## config.mk

```make
export PLATFORM = sky130hd
export DESIGN_NAME = pwc_top
export DESIGN_NICKNAME = d
export VERILOG_FILES = /design/src/rtl/pwc_pkg.sv /design/src/rtl/pwc_classify.sv /design/src/rtl/pwc_wlatch.sv /design/src/rtl/pwc_respond.sv /design/src/rtl/pwc_top.sv
export SDC_FILE = /design/constraint.sdc
export NUM_CORES = 1
export LEC_CHECK = 0
export BUFFER_PORTS_ARGS = -buffer_cell sky130_fd_sc_hd__buf_2
export CAP_MARGIN = 0
export CELL_PAD_IN_SITES_DETAIL_PLACEMENT = 0
export CELL_PAD_IN_SITES_GLOBAL_PLACEMENT = 1
export CORE_MARGIN = 3
export CORE_UTILIZATION = 30
export DETAILED_ROUTE_END_ITERATION = 7
export MAX_ROUTING_LAYER = met4
export PLACE_DENSITY_LB_ADDON = 0.1
export SLEW_MARGIN = 0
export SYNTH_ARGS = -nofsm -noshare
export SYNTH_HDL_FRONTEND = slang
export SYNTH_SLANG_ARGS = --single-unit
```

## constraint.sdc

```tcl
create_clock -name clk -period 1.71 [get_ports clk]
set_input_delay 0.513 -clock clk [delete_from_list [all_inputs] [get_ports clk]]
set_output_delay 0.513 -clock clk [all_outputs]
set_load 0.01 [all_outputs]
```

## src/rtl/pwc_pkg.sv

```systemverilog
package pwc_pkg;

    localparam int unsigned PWC_ADDR_W_DEF = 16;
    localparam int unsigned PWC_DATA_W_DEF = 32;
    localparam int unsigned PWC_WR_CYC_DEF = 4;

    // Kind of access accepted in the current cycle
    typedef enum logic [1:0] {
        ACC_NONE   = 2'd0,
        ACC_RAM_WR = 2'd1,
        ACC_RAM_RD = 2'd2,
        ACC_EXT    = 2'd3
    } acc_kind_e;

    // RAM occupies the lower half of the address space
    function automatic logic hits_ram(input logic addr_msb);
        return addr_msb == 1'b0;
    endfunction

endpackage

```

## src/rtl/pwc_classify.sv

```systemverilog
module pwc_classify
    import pwc_pkg::*;
(
    input  logic      cpu_req,
    input  logic      cpu_we,
    input  logic      addr_msb,
    input  logic      latch_busy,
    input  logic      ack_busy,
    input  logic      rd_busy,
    output acc_kind_e kind
);

    logic blocked;

    always_comb begin
        blocked = ack_busy | rd_busy;
        kind    = ACC_NONE;
        if (cpu_req && !blocked) begin
            if (!hits_ram(addr_msb)) begin
                kind = ACC_EXT;
            end else if (!latch_busy) begin
                kind = cpu_we ? ACC_RAM_WR : ACC_RAM_RD;
            end
        end
    end

endmodule

```

## src/rtl/pwc_wlatch.sv

```systemverilog
module pwc_wlatch #(
    parameter int unsigned RAW    = 15,
    parameter int unsigned DW     = 32,
    parameter int unsigned BW     = DW / 8,
    parameter int unsigned WR_CYC = 4
) (
    input  logic           clk,
    input  logic           rst,
    input  logic           load,
    input  logic [RAW-1:0] in_addr,
    input  logic [DW-1:0]  in_data,
    input  logic [BW-1:0]  in_be,
    output logic           busy,
    output logic [RAW-1:0] out_addr,
    output logic [DW-1:0]  out_data,
    output logic [BW-1:0]  out_be
);

    localparam int unsigned CNT_W = $clog2(WR_CYC + 1);
    localparam logic [CNT_W-1:0] LAST = CNT_W'(WR_CYC - 1);

    typedef struct packed {
        logic [RAW-1:0] addr;
        logic [DW-1:0]  data;
        logic [BW-1:0]  be;
    } entry_t;

    entry_t           held;
    logic             valid;
    logic [CNT_W-1:0] cnt;

    always_ff @(posedge clk) begin
        if (rst) begin
            valid <= 1'b0;
            cnt   <= '0;
            held  <= '0;
        end else if (load) begin
            valid     <= 1'b1;
            cnt       <= '0;
            held.addr <= in_addr;
            held.data <= in_data;
            held.be   <= in_be;
        end else if (valid) begin
            if (cnt == LAST) begin
                valid <= 1'b0;
            end else begin
                cnt <= cnt + 1'b1;
            end
        end
    end

    assign busy     = valid;
    assign out_addr = held.addr;
    assign out_data = held.data;
    assign out_be   = held.be;

endmodule

```

## src/rtl/pwc_respond.sv

```systemverilog
module pwc_respond
    import pwc_pkg::*;
#(
    parameter int unsigned DW = 32
) (
    input  logic          clk,
    input  logic          rst,
    input  acc_kind_e     kind,
    input  logic [DW-1:0] ram_rdata,
    input  logic [DW-1:0] ext_rdata,
    output logic          ack,
    output logic          rd_busy,
    output logic [DW-1:0] rdata
);

    always_ff @(posedge clk) begin
        if (rst) begin
            ack     <= 1'b0;
            rd_busy <= 1'b0;
            rdata   <= '0;
        end else begin
            ack <= 1'b0;
            if (rd_busy) begin
                ack     <= 1'b1;
                rdata   <= ram_rdata;
                rd_busy <= 1'b0;
            end
            unique case (kind)
                ACC_RAM_WR: ack <= 1'b1;
                ACC_EXT: begin
                    ack   <= 1'b1;
                    rdata <= ext_rdata;
                end
                ACC_RAM_RD: rd_busy <= 1'b1;
                default: ;
            endcase
        end
    end

endmodule

```

## src/rtl/pwc_top.sv

```systemverilog
module pwc_top
    import pwc_pkg::*;
#(
    parameter int unsigned ADDR_W = PWC_ADDR_W_DEF,
    parameter int unsigned DATA_W = PWC_DATA_W_DEF,
    parameter int unsigned WR_CYC = PWC_WR_CYC_DEF
) (
    input  logic                  clk,
    input  logic                  rst,
    input  logic                  cpu_req,
    input  logic                  cpu_we,
    input  logic [ADDR_W-1:0]     cpu_addr,
    input  logic [DATA_W/8-1:0]   cpu_be,
    input  logic [DATA_W-1:0]     cpu_wdata,
    output logic [DATA_W-1:0]     cpu_rdata,
    output logic                  cpu_ack,
    output logic [ADDR_W-2:0]     ram_addr,
    output logic                  ram_we,
    output logic [DATA_W/8-1:0]   ram_be,
    output logic [DATA_W-1:0]     ram_wdata,
    output logic                  ram_re,
    input  logic [DATA_W-1:0]     ram_rdata,
    output logic                  ext_sel,
    input  logic [DATA_W-1:0]     ext_rdata
);

    localparam int unsigned RAW = ADDR_W - 1;
    localparam int unsigned BW  = DATA_W / 8;

    acc_kind_e      kind;
    logic           latch_busy;
    logic           rd_busy;
    logic [RAW-1:0] latch_addr;

    pwc_classify u_classify (
        .cpu_req    (cpu_req),
        .cpu_we     (cpu_we),
        .addr_msb   (cpu_addr[ADDR_W-1]),
        .latch_busy (latch_busy),
        .ack_busy   (cpu_ack),
        .rd_busy    (rd_busy),
        .kind       (kind)
    );

    pwc_wlatch #(
        .RAW    (RAW),
        .DW     (DATA_W),
        .BW     (BW),
        .WR_CYC (WR_CYC)
    ) u_wlatch (
        .clk      (clk),
        .rst      (rst),
        .load     (kind == ACC_RAM_WR),
        .in_addr  (cpu_addr[RAW-1:0]),
        .in_data  (cpu_wdata),
        .in_be    (cpu_be),
        .busy     (latch_busy),
        .out_addr (latch_addr),
        .out_data (ram_wdata),
        .out_be   (ram_be)
    );

    pwc_respond #(
        .DW (DATA_W)
    ) u_respond (
        .clk       (clk),
        .rst       (rst),
        .kind      (kind),
        .ram_rdata (ram_rdata),
        .ext_rdata (ext_rdata),
        .ack       (cpu_ack),
        .rd_busy   (rd_busy),
        .rdata     (cpu_rdata)
    );

    // Reads are only issued with the latch empty, so the address mux never collides
    assign ram_addr = latch_busy ? latch_addr : cpu_addr[RAW-1:0];
    assign ram_we   = latch_busy;
    assign ram_re   = (kind == ACC_RAM_RD);
    assign ext_sel  = (kind == ACC_EXT);

endmodule

```

Word level (Yosys, flattened, before mapping)

Cells that the tools add are included.

Equality and inequality tests: 4
$add $sub $neg: 1
Reductions and logical operators: 6
Bitwise gates (word level): 2
Mux-type cells: 13

Operators by type and width:

| operator                                      | number |
|---|---|
| 2-to-1 mux 32 bit                             | 2 |
| 2-to-1 mux 15 bit                             | 1 |
| 2-to-1 mux 2 bit                              | 4 |
| 2-to-1 mux 1 bit                              | 6 |
| == test 2 bit, second input constant          | 2 |
| OR reduction 2 bit                            | 2 |
| adder 3 x 1 -> 3 bit, second input constant   | 1 |
| == test 3 x 2 -> 1 bit, second input constant | 1 |
| == test 2 x 1 -> 1 bit, second input constant | 1 |
| AND reduction 2 bit                           | 1 |
| nonzero test 2 bit                            | 1 |
| logical AND 1 bit                             | 1 |
| zero test 1 bit                               | 1 |
| inverter 1 bit                                | 1 |
| OR 1 bit                                      | 1 |

Register bits after elaboration: 89
Output and inout port bits: 87
Bits of input ports: 120
Word-level logic and storage cells: 34

Depth between registers and ports, before layout

Word-level depth: 7
Gate-level depth with buffers: 6
Gate-level depth less buffers: 5

Cells and area by module

Synthesis repeated with hierarchy kept, for this count alone.

Cell total of the unflattened synthesis: 357
Area total of the unflattened synthesis: 4,125.2 µm²

Modules (own cells, without submodules):

| module       | instances | sequential area each (µm²) | area each (µm²) | cells an instance |
|---|---|---|---|---|
| pwc_wlatch   | 1         | 1,101.1                    | 2,010.7         | 181 |
| pwc_respond  | 1         | 680.7                      | 1,824.2         | 151 |
| pwc_top      | 1         | 0.0                        | 256.5           | 20 |
| pwc_classify | 1         | 0.0                        | 33.8            | 5 |

Least setup slack after synthesis

No wires, ideal clock.

Kind: input port to output port
Start: input port cpu_addr[15]
End: output port ram_re
Required time: 1,197 ps
Stages on the path: 2
Path buffers: 0
Path slack: -147 ps
Arrival time: 1,344 ps
Path through: or4b_4 nor3_1

Word-level cells in the longest chain between the ends: 3

RTL lines:

| what             | RTL line           | source |
|---|---|---|
| from (decl)      | pwc_top.sv:12      | `input logic [ADDR_W-1:0] cpu_addr,` |
| 2-to-1 mux 2 bit | pwc_classify.sv:19 | `if (!hits_ram(addr_msb)) begin` |
| 2-to-1 mux 2 bit | pwc_classify.sv:18 | `if (cpu_req && !blocked) begin` |
| == test 2 bit    | pwc_top.sv:79      | `assign ram_re = (kind == ACC_RAM_RD);` |
| to (decl)        | pwc_top.sv:21      | `output logic ram_re,` |

No other way between the ends.

Worst setup path after layout

Start: register u_respond.rd_busy
End: output port ram_re

Word-level cells in the longest chain between the ends: 5

RTL lines:

| what                   | RTL line           | source |
|---|---|---|
| from (decl)            | pwc_respond.sv:12  | `output logic rd_busy,` |
| from (signal assigned) | pwc_respond.sv:19  | `rd_busy <= 1'b0;` |
| from (signal assigned) | pwc_respond.sv:26  | `rd_busy <= 1'b0;` |
| from (signal assigned) | pwc_respond.sv:34  | `ACC_RAM_RD: rd_busy <= 1'b1;` |
| OR 1 bit               | pwc_classify.sv:16 | `blocked = ack_busy \| rd_busy;` |
| zero test 1 bit        | pwc_classify.sv:18 |  |
| logical AND 1 bit      | pwc_classify.sv:18 |  |
| 2-to-1 mux 2 bit       | pwc_classify.sv:18 |  |
| == test 2 bit          | pwc_top.sv:79      |  |

No other way between the ends.

==> metrics.csv <==
metric;value;unit
worstSkewPairLatency;0.34;ns
multi_input_area;0.00224;sq mm
vias;3626;
path_max_fanout;2;
fmax;0.504;GHz
start_util;31.1;%
die_h;124;microns
hold_path.class;input pin to flop;
drtPass1Iterations;4;
wl_per_cell;15.0;microns
worst_setup_path_start_kind;flop;
period_share;116;%
cts.sinks;89;
rsz0062_at_grt;yes;
crit_arrival;1.47;ns
ys.warnings.count;0;
syn_area;0.00418;sq mm
fin_skew;0.00477;ns
dp_hpwl;8.09;mm
die_w;124;microns
antenna_found_initial;0;
wirelength;12.1;mm
hold_depth;2;
drive_gt1_share;44.5;%
path_clk_slew;0.06;ns
dieArea;0.0154;sq mm
synth.net_count;531;
tritoncts;done;
cp.required;1.20;ns
rows;42;
syn_area_per_cell;10.2;sq um
seq_area_frac_synth;42.6;%
hp-start;cpu_we;
violations;setup timing;
avgViaCountPerCell;4.49;
layout_min_cycle_time;1.98;ns
regArea;0.00179;sq mm
synth_cell_type_count;24;
finalSetupTns;-8.25;ns
gp_congestion;0.743;
grt_max_degree;51;
placed_area;0.00541;sq mm
power_density;855;mW/mm^2
outcome;finished, violations left;
syn_inst;409;
critPathKind;flop to primary output;
portBuffers;206;
ys_ff_latch;89;
slew_violations;0;
p_total;5.33;mW
drt_iter0_markers;149;
p_leak;2.73;nW
syn2layout_area_growth;48.9;%
fp.coreArea;0.0135;sq mm
htree_levels;3;
final_area;0.00623;sq mm
fin_ws;-0.273;ns
r2r_end;u_wlatch.out_data[16];
cts_buffer_depth;2;
grtUsageTotal;14.8;%
drcViolationCount;0;
grt_overflow_total;0;
r2r_slack;-0.19;ns
r2r_cells;8;
cts_buffers;9;
hold_viol_final;0;
critPathCaptureType;primary output;
setup_viol;72;
grt_pass1_wl;17.3;mm
nets;748;
pin_count;207;
final.fill_count;1300;
layout.core_utilization;46.3;%
hold_end;u_respond.rd_busy;
cap_violations;0;
cts_hold_buffers;0;
tightest_slew;0.386;ns
power.ir.vdd_worst;792;uV
r2r-start;u_respond.rd_busy;
antenna_cells;0;
ant_nets;0;
clockRootBuffer;clkbuf_16;
grt_pass1_vias;3603;
relSlewSlack;74.2;%
-- cell type report --
class / instances / area share [%]
Multi-Input combinational cell: 283 / 36.0
Timing Repair Buffer: 240 / 26.3
Inverter: 3 / 0.181
Clock buffer: 11 / 4.06
Tap cell: 176 / 3.53
Sequential cell: 89 / 28.7
Clock inverter: 5 / 1.25
-- cell usage in the layout (no fill, tap or decap), types with 3 or more instances in the layout --
cell type	netlist	routed
buf_2	4	189
nand2b_1	102	102
dfxtp_1	89	86
mux2i_1	84	83
nor2_1	33	33
a211oi_1	32	32
buf_6	1	20
mux2_4	0	15
clkbuf_16	0	14
buf_4	0	14
buf_12	6	9
nor2b_1	3	3
-- registers in the layout (all words and copies together), names as in the netlist --
register and flops:
u_wlatch.out_be 4, u_respond.ack 1, u_wlatch.out_addr 15, u_wlatch.cnt 3, u_respond.rd_busy 1, u_wlatch.busy 1, u_wlatch.out_data 32, u_respond.rdata 32
-- report_power, final --
group          total [mW]  internal [mW]  leakage (nW)  switching [mW]
Combinational       0.896          0.504          1.84           0.392
Sequential           2.24           2.18         0.728          0.0582
Clock                2.19           1.36         0.162           0.839
-- how the worst max path moves through the flow --
stage	from	endpoint	slack, ns	cells past startpoint
5_1_grt	u_respond.rd_busy	ram_re	-0.32	3
3_3_place_gp	cpu_addr[15]	ram_re	-0.24	4
6_report	u_respond.rd_busy	ram_re	-0.27	3
4_1_cts	u_respond.rd_busy	ram_re	-0.33	3
3_5_place_dp	cpu_addr[15]	u_wlatch.out_data[29]	-0.26	5
2_1_floorplan	cpu_addr[15]	ram_re	-0.04	2
-- per-stage QoR --
| step | hold slack, ns | instances | setup slack, ns |
|---|---|---|---|
| floorplan | 0.445 | 409 | -0.0419 |
| global placement | 0.454 | 772 | -0.245 |
| detailed placement | 0.461 | 772 | -0.265 |
| CTS | 0.357 | 793 | -0.331 |
| global route | 0.398 | 807 | -0.320 |
| finish | 0.407 | 807 | -0.273 |
-- cell usage after synthesis (all sizes together) --
master / instances / area (sq um)
a211oi: 32 / 240
nor2: 33 / 124
buf: 17 / 174
nand2b: 102 / 638
dfxtp: 89 / 1780
nand4bb: 1 / 11.3
mux2: 15 / 169
o21ai: 1 / 5.00
ha: 2 / 25.0
xnor2: 1 / 8.76
o21ba: 1 / 10.0
mux2i: 84 / 841
or4b: 1 / 13.8
clkbuf: 17 / 63.8
a21oi: 1 / 5.00
a2111oi: 1 / 8.76
inv: 3 / 11.3
nor4: 1 / 6.26
nor3: 3 / 15.0
nor2b: 4 / 32.5
-- worst max-delay path, stage by stage (launching register included) --
cell,delay [ns]
dfxtp_2,0.32
or4b_4,0.53
nor3_4,0.13
buf_2,0.15
-- kinds of logic (layout without fill, tap and decap cells) --
kind of cell	after synthesis	after routing	synth area share [%]
simple gates	145	145	20.1
mux	99	99	24.1
flops	89	89	42.6
buf+inv	37	259	5.95
compound gates	36	36	6.43
fa+ha+maj	2	2	0.598
xor+xnor	1	1	0.209
-- metal layers --
layer / vias up / global-route usage, % / share of wire [%]
li1: 1827 / - / -
met1: 1657 / 18.4 / 44
met2: 136 / 23.0 / 47
met3: 6 / 5.54 / 8.0
met4: 0 / 3.35 / 0.70
met5: - / - / 0
-- what timing repair did --
action / CTS / global route
gates cloned: 2 / 8
gates resized for setup: 35 / 18
setup endpoints to repair: 17 / 54
pin swaps: 2 / 2
setup buffers: 3 / 9
No activity file was read; power rests on OpenSTA's default activity.
